==> config.mk <==
export PLATFORM = sky130hd
export DESIGN_NAME = sat_snoop_cache
export DESIGN_NICKNAME = d
export VERILOG_FILES = /design/src/rtl/sat_snoop_pkg.sv /design/src/rtl/sat_snoop_decode.sv /design/src/rtl/sat_snoop_lanes.sv /design/src/rtl/sat_snoop_store.sv /design/src/rtl/sat_snoop_cache.sv
export SDC_FILE = /design/constraint.sdc
export NUM_CORES = 2
export LEC_CHECK = 0
export CAP_MARGIN = 15
export CORE_MARGIN = 5
export CORE_UTILIZATION = 30
export CTS_CLUSTER_DIAMETER = 50
export DETAILED_ROUTE_END_ITERATION = 8
export PLACE_DENSITY = 0.46
export SLEW_MARGIN = 20
export SYNTH_ARGS = -nofsm -noshare
export SYNTH_HDL_FRONTEND = slang
export SYNTH_SLANG_ARGS = --single-unit
==> constraint.sdc <==
create_clock -name clk -period 20.3 [get_ports clk]
set_input_delay 4.06 -clock clk [delete_from_list [all_inputs] [get_ports clk]]
set_output_delay 4.06 -clock clk [all_outputs]
set_load 0.01 [all_outputs]
==> src/rtl/sat_snoop_pkg.sv <==
package sat_snoop_pkg;
   typedef enum logic [1:0] {
      WK_WORD    = 2'b00,
      WK_BYTE    = 2'b01,
      WK_SPLIT_A = 2'b10,
      WK_SPLIT_B = 2'b11
   } wr_kind_e;
endpackage

==> src/rtl/sat_snoop_decode.sv <==
// Window check and index folding for one snooped write.
module sat_snoop_decode
   import sat_snoop_pkg::*;
#(
   parameter int ADDR_W      = 16,
   parameter int CACHE_BYTES = 512
) (
   input  logic                             wr_en,
   input  logic                             mode5_en,
   input  logic [ADDR_W-1:0]                wr_addr,
   input  wr_kind_e                         wr_kind,
   input  logic [ADDR_W-1:0]                sat_base,
   output logic                             hit,
   output logic [$clog2(CACHE_BYTES)-1:0]   idx
);
   localparam int IDX_W     = $clog2(CACHE_BYTES);
   localparam int WIN_BYTES = 2 * CACHE_BYTES;
   localparam logic [ADDR_W:0] WIN  = (ADDR_W+1)'(WIN_BYTES);
   localparam logic [IDX_W:0]  MASK = (IDX_W+1)'(CACHE_BYTES - 4);
   localparam logic [IDX_W:0]  LOW2 = (IDX_W+1)'(3);

   logic [ADDR_W-1:0] eff;
   logic [ADDR_W:0]   win_lo, win_hi, eff_x;
   logic              in_win;
   logic [IDX_W:0]    off_lo;

   // completing half of a split transfer lands on the partner byte
   assign eff    = (wr_kind == WK_SPLIT_B) ? (wr_addr ^ ADDR_W'(1)) : wr_addr;
   assign eff_x  = {1'b0, eff};
   assign win_lo = {1'b0, sat_base};
   assign win_hi = win_lo + WIN;
   assign in_win = (eff_x >= win_lo) && (eff_x < win_hi);
   assign off_lo = eff[IDX_W:0] - sat_base[IDX_W:0];
   assign idx    = IDX_W'(((off_lo >> 1) & MASK) | (off_lo & LOW2));
   assign hit    = wr_en && mode5_en && !eff[2] && in_win
                   && (wr_kind != WK_SPLIT_A);
endmodule

==> src/rtl/sat_snoop_lanes.sv <==
// Turns a hit plus index into per-lane byte enables for a pair-organised store.
module sat_snoop_lanes
   import sat_snoop_pkg::*;
#(
   parameter int IDX_W = 9
) (
   input  logic              hit,
   input  logic [IDX_W-1:0]  idx,
   input  logic [15:0]       wr_data,
   input  wr_kind_e          wr_kind,
   input  logic              wr_hi_lane,
   output logic [IDX_W-2:0]  pair,
   output logic [1:0]        be,
   output logic [1:0][7:0]   lane_dat
);
   logic [7:0] one_byte;

   assign one_byte = (wr_kind == WK_SPLIT_B && wr_hi_lane) ? wr_data[15:8]
                                                            : wr_data[7:0];
   assign pair = idx[IDX_W-1:1];

   always_comb begin
      be       = '0;
      lane_dat = '0;
      if (hit) begin
         if (wr_kind == WK_WORD) begin
            be                  = 2'b11;
            lane_dat[idx[0]]    = wr_data[15:8];
            lane_dat[!idx[0]]   = wr_data[7:0];
         end else begin
            be[idx[0]]       = 1'b1;
            lane_dat[idx[0]] = one_byte;
         end
      end
   end
endmodule

==> src/rtl/sat_snoop_store.sv <==
// Two byte lanes of storage with a registered, write-through read port.
module sat_snoop_store #(
   parameter int IDX_W = 9
) (
   input  logic              clk,
   input  logic              rst_n,
   input  logic [IDX_W-2:0]  pair,
   input  logic [1:0]        be,
   input  logic [1:0][7:0]   lane_dat,
   input  logic [IDX_W-1:0]  rd_idx,
   output logic [7:0]        rd_data
);
   localparam int PAIRS = 1 << (IDX_W - 1);

   logic [1:0][7:0] rd_lane;
   logic [1:0]      byp;

   for (genvar g = 0; g < 2; g++) begin : g_lane
      logic [7:0] mem [PAIRS];
      always_ff @(posedge clk) begin
         if (be[g]) mem[pair] <= lane_dat[g];
      end
      assign rd_lane[g] = mem[rd_idx[IDX_W-1:1]];
      assign byp[g]     = be[g] && (pair == rd_idx[IDX_W-1:1]);
   end

   always_ff @(posedge clk) begin
      if (!rst_n)                rd_data <= '0;
      else if (byp[rd_idx[0]])   rd_data <= lane_dat[rd_idx[0]];
      else                       rd_data <= rd_lane[rd_idx[0]];
   end
endmodule

==> src/rtl/sat_snoop_cache.sv <==
module sat_snoop_cache
   import sat_snoop_pkg::*;
#(
   parameter int ADDR_W      = 16,
   parameter int CACHE_BYTES = 512
) (
   input  logic                            clk,
   input  logic                            rst_n,
   input  logic                            mode5_en,
   input  logic [ADDR_W-1:0]               sat_base,
   input  logic                            wr_en,
   input  logic [ADDR_W-1:0]               wr_addr,
   input  logic [15:0]                     wr_data,
   input  logic [1:0]                      wr_kind,
   input  logic                            wr_hi_lane,
   input  logic [$clog2(CACHE_BYTES)-1:0]  rd_idx,
   output logic [7:0]                      rd_data
);
   localparam int IDX_W = $clog2(CACHE_BYTES);

   if (CACHE_BYTES < 8 || (CACHE_BYTES & (CACHE_BYTES - 1)) != 0) begin : g_bad_size
      $error("CACHE_BYTES must be a power of two, at least 8");
   end
   if (ADDR_W <= IDX_W + 1) begin : g_bad_addr
      $error("ADDR_W must cover twice the cache size");
   end

   wr_kind_e         kind;
   logic             hit;
   logic [IDX_W-1:0] idx;
   logic [IDX_W-2:0] wr_pair;
   logic [1:0]       wr_be;
   logic [1:0][7:0]  wr_lane;

   assign kind = wr_kind_e'(wr_kind);

   sat_snoop_decode #(.ADDR_W(ADDR_W), .CACHE_BYTES(CACHE_BYTES)) u_dec (
      .wr_en(wr_en), .mode5_en(mode5_en), .wr_addr(wr_addr),
      .wr_kind(kind), .sat_base(sat_base), .hit(hit), .idx(idx)
   );

   sat_snoop_lanes #(.IDX_W(IDX_W)) u_lanes (
      .hit(hit), .idx(idx), .wr_data(wr_data), .wr_kind(kind),
      .wr_hi_lane(wr_hi_lane), .pair(wr_pair), .be(wr_be), .lane_dat(wr_lane)
   );

   sat_snoop_store #(.IDX_W(IDX_W)) u_store (
      .clk(clk), .rst_n(rst_n), .pair(wr_pair), .be(wr_be),
      .lane_dat(wr_lane), .rd_idx(rd_idx), .rd_data(rd_data)
   );
endmodule

Word-level counts from Yosys, hierarchy flattened --
Memory sizes are Yosys's and may differ from the RTL's. Cells that the tools add are included.
Storage, ports and cells: flip-flop bits (word level) 8, RAM bits 4096, input port bits 64, output and inout bits 8, logic and storage cells 56, memories kept 2
Operators by class: $add $sub $neg 2, order comparisons 7, eq/ne operators 3, muxes and demuxes 24, bitwise gates (word level) 4, reductions and logical operators 13
Memory list:
- u_store.g_lane[0].mem | depth 256, bits a word 8, read ports 1, clocked after memory_dff 0, write ports 1, line sat_snoop_store.sv:19 | logic [7:0] mem [PAIRS];
- u_store.g_lane[1].mem | depth 256, bits a word 8, read ports 1, clocked after memory_dff 0, write ports 1, line sat_snoop_store.sv:19
Operators with widths (count):
- $mux W8 | 8
- $and A16 B16 Y16 | 2
- $mux W16 | 2
- $add A16 B11 Y17 const B | 1
- $lt A16 B17 Y1 | 1
- $bwmux W16 | 1
- $demux W8 S1 | 2
- $ge A16 B16 Y1 | 1
- $logic_and A1 B1 Y1 | 10
- $sub A10 B10 Y10 | 1
- $or A9 B2 Y9 | 1
- $eq A8 B8 Y1 | 1
- $mux W1 | 8
- $lt A1 B2 Y1 const B | 3
- $mux W2 | 2
- $eq A2 B2 Y1 const B | 1
- $ge A1 B1 Y1 const B | 2
- $logic_not A1 Y1 | 2
- $logic_not A2 Y1 | 1
- $ne A2 B2 Y1 const B | 1
- $demux W1 S1 | 1
- $not A1 Y1 | 1

Logic depth before layout (Yosys ltp) --
depth after elaboration 15, gate-level depth with buffers 14, gate-level depth less buffers 13

Hierarchy --
Synthesis repeated with hierarchy kept, for this count alone.
Second synthesis, totals: cell total of the unflattened synthesis 7939, area, all modules 160512.7 µm²
By module, submodules not included:
- sat_snoop_store | times used 1, cells each 7755, area each 159270.3 µm², seq. area each 123158.1 µm²
- sat_snoop_decode | times used 1, cells each 118, area each 853.3 µm², seq. area each 0.0 µm²
- sat_snoop_lanes | times used 1, cells each 66, area each 389.1 µm², seq. area each 0.0 µm²

Worst setup path after synthesis --
OpenSTA, ideal clock, no wires.
kind in2reg, start point input sat_base[3], end point memory u_store.g_lane[1].mem[0][5] (data pin), setup time 2244 ps, arrival time 16457 ps, required time 18056 ps, setup slack 1599 ps, stages 12, buffers on the path 3, cell sequence inv_1 ha_1 clkbuf_1 a21o_1 a21oi_1 a21oi_1 o22a_1 nor4b_1 or3_1 clkbuf_1 buf_2 a211oi_1
RTL lines:
- start: declaration | line sat_snoop_cache.sv:10 | input logic [ADDR_W-1:0] sat_base,
- end: declaration | line sat_snoop_store.sv:19

==> summary.md <==
| Metric | Value |
|---|---|
| Status | `finished, final reports clean` |
| Most frequent cells in the layout | `edfxtp_1, mux4_2, nor2_1, mux2i_1, clkbuf_16` |
| Hold Crit Class | `register to register` |
| Clock-pin slew on the worst setup and hold paths | `0.06 ns` |
| CP required | `21.00 ns` |
| Dominant cell type by area after synthesis | `edfxtp_1` |
| Vias in the first global route | `between 80000 and 90000` |
| Die ar. | `approximately 550000 um^2` |
| Reg2reg path depth | `9` |
| Setup crit end kind | `register` |
| Post-Syn Nets | `slightly below 8000` |
| Post-route ant nets | `0` |
| Synth area leaders | `edfxtp_1, mux4_2, mux2i_1, nor2_1, a22oi_1` |
| Yosys warnings | `0` |
| Commonest non-fill, non-tap cell in the layout | `edfxtp_1` |
| DR pass1 iterations | `5` |
| Worst flop-to-flop path startpoint | `u_store.g_lane[1].mem[166][4]` |
| Worst Setup EP | `u_store.g_lane[1].mem[167][6]` |
| Vias/cell | `between 5 and 6` |
| Clock tree from TritonCTS | `yes` |
| Min Tclk post-route | `9.66 ns` |
| Syn Std Cell Area | `roughly 160000 um^2` |
| Grt ovf | `0` |
| #FFs+latches synth | `4104` |
| Ys async rst share | `0%` |
| Fmax | `between 0.1 and 0.15 GHz` |
| Cell row count | `roughly 270` |
| Crit. Startpoint | `wr_kind[0]` |
| Starting Density | `30.1%` |
| Die W | `741 um` |
| Setup TNS | `0 ns` |
| WL final | `between 400 and 500 mm` |
| Prevailing post-synth register cell | `edfxtp_1` |
| Nets | `8208` |
| CP Class | `primary input to register` |
| I/O pin total | `slightly above 70` |
| Relative slew slack | `between 10% and 20%` |
| Cells after DPL | `roughly 15000` |
| Share of cells above drive strength 1 | `21.8%` |
| Global-route wire length before repair | `approximately 640 mm` |
| Worst Clk Skew | `around 0.045 ns` |
| LEAKAGE | `47.2 nW` |
| Antenna violations before repair | `21` |
| Crit-path max FO | `82` |
| Pwr per Cell Area | `98.9 nW/um^2` |
| Chip Height | `about 740 um` |
| Register area share after synthesis | `76.8%` |
| Yosys top cell area share | `76.7%` |
| Total GRT Usage | `16.2%` |
| Sink Count | `roughly 4100` |
| Startpoint types | `primary input` |
| Clock Root Buffer | `clkbuf_16` |
| Worst r2r dst | `u_store.rd_data[4]` |
| Peak supply drop | `approximately 0.071 mV` |
| Synthesis-to-finish area growth | `15.5%` |
| DRC Markers | `0` |
| Max-cap violation count | `0` |
| Hpwl dp | `~280 mm` |
| Deepest clock path buffer count | `4` |
| Final GP Congestion | `roughly 0.81` |
| WL per Instance | `roughly 29 um` |
| Post-cts sizing count | `0` |
| Core region area | `between 500000 and 600000 um^2` |
| Final setup violation count | `0` |
| Post-synth EDFFs | `roughly 4100` |
| Hold Crit Start | `u_store.g_lane[0].mem[218][2]` |
| H-tree depth | `5` |
| Port buffer count | `71` |
| Cts hold-fix bufs | `0` |
| Layout Cells excl Fill | `15500` |
| Reg2reg setup slack | `16.14 ns` |
| Largest net degree at the start of global routing | `192` |
| Post-CTS setup buffers | `0` |
| Max-slew violations | `0` |
| Insertion delay to the later sink of the worst-skew pair | `between 1 and 1.5 ns` |
| RSZ-0062 raised after global routing | `false` |
| Worst Path Arrival | `roughly 10 ns` |
| Slew @ Worst Pin | `about 1.3 ns` |
| Initial DRC Count | `between 7000 and 8000` |
| Total CTS buffers | `464` |
| Syn avg cell area | `roughly 20 um^2` |
| Final worst path period share | `between 40% and 50%` |
| Vias | `approximately 80000` |
| Final Hold Vio Count | `0` |
| Netlist cell types | `66` |
| Post-Synthesis Cells | `7849` |
[worst max-delay path, stage by stage]
cell	delay (ns)
clkdlybuf4s50_1	0.56
nand2_1	0.12
xor2_1	0.16
ha_1	0.27
buf_4	0.41
and4_1	0.26
o21ai_0	0.08
a21oi_1	0.25
o21ai_0	0.17
or3_1	0.37
buf_4	0.27
nor2_4	0.76
buf_4	0.86
buf_4	0.80
buf_4	0.68
[power by group]
part / total [mW] / switching (mW) / internal [mW]
Sequential: 9.21 / 0.00483 / 9.21
Clock: 8.40 / 3.47 / 4.93
Combinational: 0.695 / 0.494 / 0.202
Total: 18.3 / 3.97 / 14.3
[how the worst min path moves through the flow]
stage / depth (start not counted) / end
finish: 7 / u_store.rd_data[2]
global placement: 7 / u_store.rd_data[6]
CTS: 6 / u_store.rd_data[2]
floorplan: 6 / u_store.rd_data[0]
global route: 7 / u_store.rd_data[2]
detailed placement: 6 / u_store.rd_data[5]
[logic make-up after synthesis]
kind of cell | Yosys count | share of synthesized area, %
adders and majority gates | 24 | 0.192
xor gates and xnor gates | 25 | 0.163
and+or+nand+nor | 931 | 2.44
AOI/OAI and AO/OA | 939 | 4.11
DFF | 4104 | 76.8
muxes | 1327 | 14.7
buffers and inverters | 499 | 1.52
[sequential cells by signal, indices dropped and copies added (netlist names)]
| signal | cells |
|---|---|
| u_store.g_lane.mem | 4096 |
| u_store.rd_data | 8 |
[layer usage]
| layer | track usage, % | routed length (um) |
|---|---|---|
| met5 | 0 | 7 |
| met4 | 4.66 | 14000 |
| met3 | 2.59 | 25300 |
| met2 | 27.0 | 224000 |
| met1 | 21.8 | 194000 |
[synthesized netlist by cell type (all sizes together), types with 17 or more instances]
master,instances
mux4,824
nor2,598
a22oi,202
nor4,40
edfxtp,4096
a221oi,40
nand2,150
o21ai,58
or3,17
mux2,27
nand3,19
ha,23
nor3,50
mux2i,476
buf,259
o221ai,147
clkbuf,219
a21oi,251
inv,20
o22ai,73
a211oi,25
[cell type report]
type	count	area, um^2
well taps	7020	8780
inverters	21	86.3
fillers	49300	347000
flip-flops and latches	4104	123000
clock buffers	552	12100
clock inverters	308	3340
diodes	11	27.5
repair buffers	283	2560
multi-input cells	3246	35100
[metrics by stage]
stage                     setup WS, ns  util (%)  power (mW)  instance area [um^2]  hold WS (ns)
final                            10.64      34.8        18.3                185000          1.34
after detailed placement          9.57      31.9        10.1                170000          1.32
after global placement            9.01      31.8        10.1                170000          1.28
after floorplan                   1.60         -        9.80                160000         0.914
after CTS                        10.69      34.8        18.5                185000          1.32
after global routing             10.27      34.8        18.9                185000          1.41
Note: power is estimated with default switching activity, not from simulation.
